[src/rtl/sqrt_restoring_pkg.sv]
package sqrt_restoring_pkg;

  // Strobes from the sequencer to the datapath.
  typedef struct packed {
    logic load;   // capture radicand, clear root
    logic step;   // perform one trial subtraction and update
  } sqrtStrobes_t;

endpackage

[src/rtl/sqrt_restoring_ctrl.sv]
module sqrt_restoring_ctrl
  import sqrt_restoring_pkg::*;
#(
  parameter int ROOT_W = 4,
  parameter int CNT_W  = 2
) (
  input  logic             clk,
  input  logic             rstN,
  input  logic             start,
  output sqrtStrobes_t     strobes,
  output logic [CNT_W-1:0] shiftIdx,
  output logic             busy,
  output logic             done
);

  localparam logic [CNT_W-1:0] LAST_IDX = CNT_W'(ROOT_W - 1);

  logic [CNT_W-1:0] stepCnt;

  always_ff @(posedge clk or negedge rstN) begin
    if (!rstN) begin
      busy    <= 1'b0;
      done    <= 1'b0;
      stepCnt <= '0;
    end else begin
      done <= 1'b0;
      if (busy) begin
        if (stepCnt == '0) begin
          busy <= 1'b0;
          done <= 1'b1;
        end else begin
          stepCnt <= stepCnt - CNT_W'(1);
        end
      end else if (start) begin
        busy    <= 1'b1;
        stepCnt <= LAST_IDX;
      end
    end
  end

  always_comb begin
    strobes.load = start && !busy;
    strobes.step = busy;
    shiftIdx     = stepCnt;
  end

  // an accepted start opens a run at the top step index
  a_r2_launch: assert property (@(posedge clk) disable iff (!rstN)
    (start && !busy) |=> (busy && stepCnt == LAST_IDX));

  // the index falls by one each busy cycle until zero
  a_r2_count_down: assert property (@(posedge clk) disable iff (!rstN)
    (busy && stepCnt != '0) |=> (busy && stepCnt == $past(stepCnt) - CNT_W'(1)));

  // the final step ends the run and raises done
  a_r2_finish: assert property (@(posedge clk) disable iff (!rstN)
    (busy && stepCnt == '0) |=> (!busy && done));

  // done lasts a single cycle
  a_r3_done_pulse: assert property (@(posedge clk) disable iff (!rstN)
    done |=> !done);

  // a start during a non-final busy cycle does not restart the count
  a_r8_start_ignored: assert property (@(posedge clk) disable iff (!rstN)
    (busy && start && stepCnt != '0) |=> (stepCnt != LAST_IDX || ROOT_W == 1));

endmodule

[src/rtl/sqrt_restoring_datapath.sv]
module sqrt_restoring_datapath
  import sqrt_restoring_pkg::*;
#(
  parameter int ROOT_W = 4,
  parameter int CNT_W  = 2
) (
  input  logic                  clk,
  input  logic                  rstN,
  input  sqrtStrobes_t          strobes,
  input  logic [CNT_W-1:0]      shiftIdx,
  input  logic [2*ROOT_W-1:0]   radicand,
  output logic [ROOT_W-1:0]     root,
  output logic [ROOT_W:0]       remainder
);

  localparam int RAD_W = 2 * ROOT_W;
  localparam int EXT_W = RAD_W + 1;   // one extra bit carries the sign

  logic [RAD_W-1:0]  remReg;
  logic [ROOT_W-1:0] rootReg;
  logic [EXT_W-1:0]  trialTerm;
  logic [EXT_W-1:0]  trialDiff;
  logic              trialNeg;
  logic [RAD_W-1:0]  remNext;

  // Trial term {root,0,1} aligned left by twice the step index.
  always_comb begin
    trialTerm = EXT_W'({rootReg, 2'b01}) << {shiftIdx, 1'b0};
    trialDiff = {1'b0, remReg} - trialTerm;
    trialNeg  = trialDiff[EXT_W-1];
    remNext   = trialNeg ? remReg : trialDiff[RAD_W-1:0];
  end

  always_ff @(posedge clk or negedge rstN) begin
    if (!rstN) begin
      remReg  <= '0;
      rootReg <= '0;
    end else if (strobes.load) begin
      remReg  <= radicand;
      rootReg <= '0;
    end else if (strobes.step) begin
      remReg  <= remNext;
      rootReg <= {rootReg[ROOT_W-2:0], ~trialNeg};
    end
  end

  assign root      = rootReg;
  assign remainder = remReg[ROOT_W:0];

  // load captures the radicand and clears the root
  a_r1_load: assert property (@(posedge clk) disable iff (!rstN)
    strobes.load |=> (rootReg == '0 && remReg == $past(radicand)));

  // each step shifts the root left by one place
  a_r4_shift: assert property (@(posedge clk) disable iff (!rstN)
    strobes.step |=> (rootReg[ROOT_W-1:1] == $past(rootReg[ROOT_W-2:0])));

  // an accepted trial strictly reduces the remainder
  a_r5_accept: assert property (@(posedge clk) disable iff (!rstN)
    (strobes.step && !trialNeg) |=> (remReg < $past(remReg) && rootReg[0]));

  // a rejected trial keeps the remainder
  a_r6_restore: assert property (@(posedge clk) disable iff (!rstN)
    (strobes.step && trialNeg) |=> ($stable(remReg) && !rootReg[0]));

endmodule

[src/rtl/sqrt_restoring_unit.sv]
module sqrt_restoring_unit
  import sqrt_restoring_pkg::*;
#(
  parameter int ROOT_W = 4
) (
  input  logic                clk,
  input  logic                rstN,
  input  logic                start,
  input  logic [2*ROOT_W-1:0] radicand,
  output logic                busy,
  output logic                done,
  output logic [ROOT_W-1:0]   root,
  output logic [ROOT_W:0]     remainder
);

  localparam int CNT_W = (ROOT_W > 1) ? $clog2(ROOT_W) : 1;

  sqrtStrobes_t     strobes;
  logic [CNT_W-1:0] shiftIdx;

  sqrt_restoring_ctrl #(.ROOT_W(ROOT_W), .CNT_W(CNT_W)) ctrl_i (
    .clk      (clk),
    .rstN     (rstN),
    .start    (start),
    .strobes  (strobes),
    .shiftIdx (shiftIdx),
    .busy     (busy),
    .done     (done)
  );

  sqrt_restoring_datapath #(.ROOT_W(ROOT_W), .CNT_W(CNT_W)) dpath_i (
    .clk       (clk),
    .rstN      (rstN),
    .strobes   (strobes),
    .shiftIdx  (shiftIdx),
    .radicand  (radicand),
    .root      (root),
    .remainder (remainder)
  );

  // the final remainder never exceeds twice the root
  a_r7_rem_bound: assert property (@(posedge clk) disable iff (!rstN)
    done |-> ({1'b0, remainder} <= {1'b0, root, 1'b0}));

  // idle results stay constant without a start
  a_r9_hold: assert property (@(posedge clk) disable iff (!rstN)
    (!busy && !start) |=> ($stable(root) && $stable(remainder)));

endmodule

[config.mk]
export PLATFORM = sky130hd
export DESIGN_NAME = sqrt_restoring_unit
export DESIGN_NICKNAME = d
export VERILOG_FILES = /design/src/rtl/sqrt_restoring_pkg.sv /design/src/rtl/sqrt_restoring_ctrl.sv /design/src/rtl/sqrt_restoring_datapath.sv /design/src/rtl/sqrt_restoring_unit.sv
export SDC_FILE = /design/constraint.sdc
export NUM_CORES = 1
export LEC_CHECK = 0
export BUFFER_PORTS_ARGS = -buffer_cell sky130_fd_sc_hd__buf_2
export CORE_MARGIN = 2
export CORE_UTILIZATION = 49
export DETAILED_ROUTE_END_ITERATION = 10
export PLACE_DENSITY_LB_ADDON = 0.12
export SLEW_MARGIN = 20
export SYNTH_ARGS = -nofsm -noshare
export SYNTH_HDL_FRONTEND = slang
export SYNTH_SLANG_ARGS = --single-unit
[constraint.sdc]
create_clock -name clk -period 2.2 [get_ports clk]
set_clock_uncertainty 0.05 [all_clocks]
set_input_delay 0.33 -clock clk [delete_from_list [all_inputs] [get_ports clk]]
set_output_delay 0.33 -clock clk [all_outputs]
set_load 0.01 [all_outputs]
# Word-level counts from Yosys, hierarchy flattened
# Cells that the tools add are included.
# Widths: inputs -> output; s select.
[totals]
out_inout_bits = 11
ff_bits = 16
in_bits = 11
elab_cells = 31
[classes]
muxes = 13
n_shift = 1
n_eq_ne = 2
n_addsub = 2
bitwise = 1
reduce_logical = 7
[ops]
columns = ["op", "n"]
rows = [
  ["$mux 8", 3],
  ["$shl 6x3->9", 1],
  ["$sub 8x9->9", 1],
  ["$mux 4", 2],
  ["$mux 2", 3],
  ["$mux 1", 5],
  ["$ne 2x2->1 const B", 2],
  ["$reduce_and 2->1", 2],
  ["$reduce_bool 2->1", 2],
  ["$logic_not 2->1", 1],
  ["$sub 2x1->2 const B", 1],
  ["$logic_and 1x1->1", 1],
  ["$logic_not 1->1", 1],
  ["$not 1->1", 1],
]

# Longest topological paths before layout
[logic_depth]
depth_word = 5
ltp_mapped = 11
ltp_nobuf = 10

# By module
# Synthesis repeated with hierarchy kept, for this count alone.
[hier_totals]
hier_cells = 131
hier_area_um2 = 1255.0
[by_module_without_submodules]
columns = ["module", "seq_area_each_um2", "n_inst", "area_per_inst_um2", "cells_each"]
rows = [
  ["sqrt_restoring_datapath", 300.3, 1, 1072.3, 114],
  ["sqrt_restoring_ctrl", 100.1, 1, 182.7, 17],
]

# Least setup slack after synthesis
# No wires, ideal clock.
[synth_path]
path_kind = "register -> register"
start = "register ctrl_i.stepCnt[0], in the netlist ctrl_i.shiftIdx[0]"
end = "register dpath_i.remReg[5]"
setup_ns = 0.132
n_path_buf = 1
t_required_ns = 2.018
path_slack_ns = -0.208
arrival_ns = 2.226
synth_period_minus_slack_ns = 2.408
path_stages_with_launch = 12
cell_sequence = "dfrtp_1 clkinv_1 and3_1 a31oi_1 ha_1 a21oi_1 nand3b_1 or3_1 nand4_2 buf_6 mux2i_1 o21ai_1"
[synth_between]
elab_chain_len = 5
elab_cells_between_ends = 7
cone_classes = "add/sub: 1; eq/ne: 1; shift: 1; mux: 3; reduce/logical: 1"
[synth_lines]
columns = ["item", "line", "text"]
rows = [
  ["from (decl)", "sqrt_restoring_ctrl.sv:18", "logic [CNT_W-1:0] stepCnt;"],
  ["from (signal assigned)", "sqrt_restoring_ctrl.sv:32", "stepCnt <= stepCnt - CNT_W'(1);"],
  ["$shl 6x3->9 (*)", "sqrt_restoring_datapath.sv:28", "trialTerm = EXT_W'({rootReg, 2'b01}) << {shiftIdx, 1'b0};"],
  ["$sub 8x9->9 (*)", "sqrt_restoring_datapath.sv:29", "trialDiff = {1'b0, remReg} - trialTerm;"],
  ["$mux 8", "sqrt_restoring_datapath.sv:31", "remNext = trialNeg ? remReg : trialDiff[RAD_W-1:0];"],
  ["$mux 8", "sqrt_restoring_datapath.sv:41", "end else if (strobes.step) begin"],
  ["$mux 8", "sqrt_restoring_datapath.sv:38", "end else if (strobes.load) begin"],
  ["to (signal assigned)", "sqrt_restoring_datapath.sv:39", "remReg <= radicand;"],
  ["to (signal assigned)", "sqrt_restoring_datapath.sv:42", "remReg <= remNext;"],
  ["to (decl)", "sqrt_restoring_datapath.sv:19", "logic [RAD_W-1:0] remReg;"],
]
# Mark *: on every way between the ends. The rest lies on a longest branch, timed or not. The select of a mux whose other input is x is not followed.
# A chain may end at the register's enable or synchronous reset.

# Final worst setup path
[layout_path]
start = "register ctrl_i.stepCnt[1], in the netlist ctrl_i.shiftIdx[1]"
end = "register dpath_i.remReg[2]"
# Same word-level chain as after synthesis.

==> results.sh <==
export IMPL_rsz0062_at_grt="yes"
export IMPL_regArea_um2=401.6
export IMPL_dieArea_mm2=0.002734
export IMPL_final_max_slew_violation_count=0
export IMPL_slowest_delay_ns=0.46
export IMPL_die_w_um=52.29
export IMPL_track_usage=0.2464
export IMPL_grt_pass1_wl_um=4995
export IMPL_io_buffers=21
export IMPL_syn_inst=126
export IMPL_drive_gt1_frac=0.5138
export IMPL_hold_start="radicand[5]"
export IMPL_grt_pass1_vias=1074
export IMPL_maxCapViolCount=0
export IMPL_final_common_cell="buf_4"
export IMPL_vias=1140
export IMPL_cts_sinks=16
export IMPL_yosysTopAreaCellShare=0.3505
export IMPL_cts_root_buf="clkbuf_4"
export IMPL_clk_pin_slew_ns=0.09
export IMPL_num_rows=17
export IMPL_final_cell_mix="buf_4, buf_2, nand2_1, dfrtp_1, ha_4"
export IMPL_critPathKind="flop to flop"
export IMPL_cts_tree="done"
export IMPL_nFillCells=149
export IMPL_maxSlewHeadroom=0.7220
export IMPL_path_cells="clkinv_4, ha_4, ha_4, ha_4, nand3b_1, a21oi_2, o2111ai_2, nand4_4, buf_6, mux2i_1, o21ai_1"
export IMPL_outcome="complete, but fails checks"
export IMPL_worst_pin_slew_ns=0.4134
export IMPL_cts_buffers=3
export IMPL_postRouteAntennaNets=0
export IMPL_crit_family="adder cells"
export IMPL_cp_end_kind="flop"
export IMPL_synth_top_area_cell="dfrtp_1"
export IMPL_synth_cell_type_count=37
export IMPL_drc=0
export IMPL_critPathMaxFanout=7
export IMPL_postSynthAreaPerCell_um2=9.066
export IMPL_antenna_found_initial=0
export IMPL_critical_path_arrival_ns=2.59
export IMPL_insertion_delay_ns=0.30
export IMPL_hold_class="input pin to flop"
export IMPL_ys_ff_latch=16
export IMPL_overflow=0
export IMPL_required_ns=2.33
export IMPL_rr_startpoint="ctrl_i.shiftIdx[1]$_DFFE_PN0P_"
export IMPL_viasPerCell=5.455
export IMPL_netlist_area_mm2=0.001142
export IMPL_wl_um=3560
export IMPL_cts_buffer_depth=2
export IMPL_htree_levels=1
export IMPL_synthToLayoutAreaGrowth_pct=54.76
export IMPL_core_mm2=0.002212
export IMPL_ios=22
export IMPL_max_freq_ghz=0.4073
export IMPL_worst_hold_slack_ns=0.2023
export IMPL_dr_pass1_iters=5
export IMPL_grt_max_degree=17
export IMPL_post_drt_wl_per_cell_um=17.03
export IMPL_period_share=1.116
export IMPL_setup_viol_count_final=9
export IMPL_initial_core_util=0.5164
export IMPL_diodes=0
export IMPL_synth_area_leaders="dfrtp_1, ha_1, nand2_1"
export IMPL_hpwlAfterDp_um=1986
export IMPL_die_h_um=52.29
export IMPL_worst_path_buf_inv=2
export IMPL_utilization=0.7992
export IMPL_yosys_warnings=0
export IMPL_place_congestion=0.8365
export IMPL_final_hold_violation_count=0
export IMPL_fin_nets=204
export IMPL_startpoint_type="flop"
export IMPL_setup_slack_ns=-0.2554
export IMPL_seq_area_frac_synth=0.3505
export IMPL_violations="setup timing"
export IMPL_crit_top_cell="ha_4"
export IMPL_critical_path_slowest_cell="dfrtp_2"
export IMPL_min_period_ns=2.455
export IMPL_drt_iter0_markers=52
export IMPL_multi_input_area_um2=853.3
export IMPL_syn_num_nets=147
export IMPL_critPathLaunch="ctrl_i.shiftIdx[1]$_DFFE_PN0P_"
==> state kept, by name, indices dropped and copies added (netlist names) <==
signal / flops
ctrl_i.busy: 1
ctrl_i.done: 1
dpath_i.remReg: 8
ctrl_i.shiftIdx: 2
dpath_i.root: 4
==> logic make-up after synthesis <==
| logic type | share of synthesized area |
|---|---|
| fa+ha+maj | 0.1095 |
| mux | 0.06681 |
| buf+inv | 0.06900 |
| compound gates | 0.1588 |
| flops | 0.3505 |
| xor+xnor | 0.04601 |
| simple gates | 0.1993 |
==> path summary, 6_finish.rpt <==
kind,end,slack (ns),cells past startpoint
setup / recovery,dpath_i.remReg[2]$_DFFE_PN0P_,-0.26,11
hold / removal,dpath_i.remReg[5]$_DFFE_PN0P_,0.20,3
setup reg to reg,dpath_i.remReg[2]$_DFFE_PN0P_,-0.26,11
hold reg to reg,dpath_i.remReg[6]$_DFFE_PN0P_,0.58,2
max in group asynchronous,ctrl_i.shiftIdx[1]$_DFFE_PN0P_,1.41,2
min in group asynchronous,ctrl_i.busy$_DFF_PN0_,0.41,2
==> routing by layer <==
metal,global-route usage,share of wire,up-vias
met2,0.4333,0.51,45
met1,0.3074,0.41,533
met3,0.05143,0.053,10
met4,0.05128,0.021,0
met5,0,0,-
li1,-,-,552
==> Yosys cell counts <==
cell	number
nand3b_1	3
xnor2_1	3
nand4bb_1	1
o2111ai_1	1
nor2b_1	2
dfrtp_1	16
mux2_4	1
mux2_2	1
xor2_1	3
nand3_1	1
a31oi_1	1
a21o_1	1
a21oi_1	9
ha_1	10
and3_1	1
or3_1	1
o311ai_0	3
o21ai_1	5
nand4_2	1
nor2_1	7
buf_6	1
or2b_1	2
o31ai_1	1
nand2_1	16
clkinv_1	1
o21ai_0	6
a211oi_1	1
nand2_2	1
or2_2	1
a21o_2	1
and2_1	2
nand2b_1	4
mux2i_1	5
inv_1	4
clkbuf_1	3
a2111oi_0	1
buf_4	5
==> tightest hold or removal path: stages <==
cell	delay, ns
buf_2	0.07
nand2_1	0.04
o21ai_1	0.06
==> through the flow <==
stage | cell area [µm²] | setup WS [ns] | TNS [ns] | std cells
floorplan | 1159 | -0.08209 | -0.5406 | 126
global placement | 1426 | -0.1443 | -0.9972 | 191
detailed placement | 1426 | -0.2368 | -1.523 | 191
CTS | 1638 | -0.2010 | -1.408 | 204
global route | 1768 | -0.3391 | -2.750 | 209
finish | 1768 | -0.2554 | -1.949 | 209
==> what timing repair did <==
item / CTS / global route
gates resized for setup: 23 / 15
hold buffers: 1 / 0
endpoints found under the hold margin: 16 / 0
buffers inserted: 10 / 5
pin swaps: 7 / 5
setup endpoints to repair: 9 / 9
==> layout make-up <==
cell class                      count  share of cell area
Timing Repair Buffer               61              0.2413
Sequential cell                    16              0.2272
Multi-Input combinational cell     96              0.4827
Inverter                            5             0.01628
Tap cell                           28             0.01982
Clock buffer                        3             0.01274
Power is left out: the tool's default activity adds up to more than one toggle a clock period on the data nets, which glitch-free logic cannot reach.
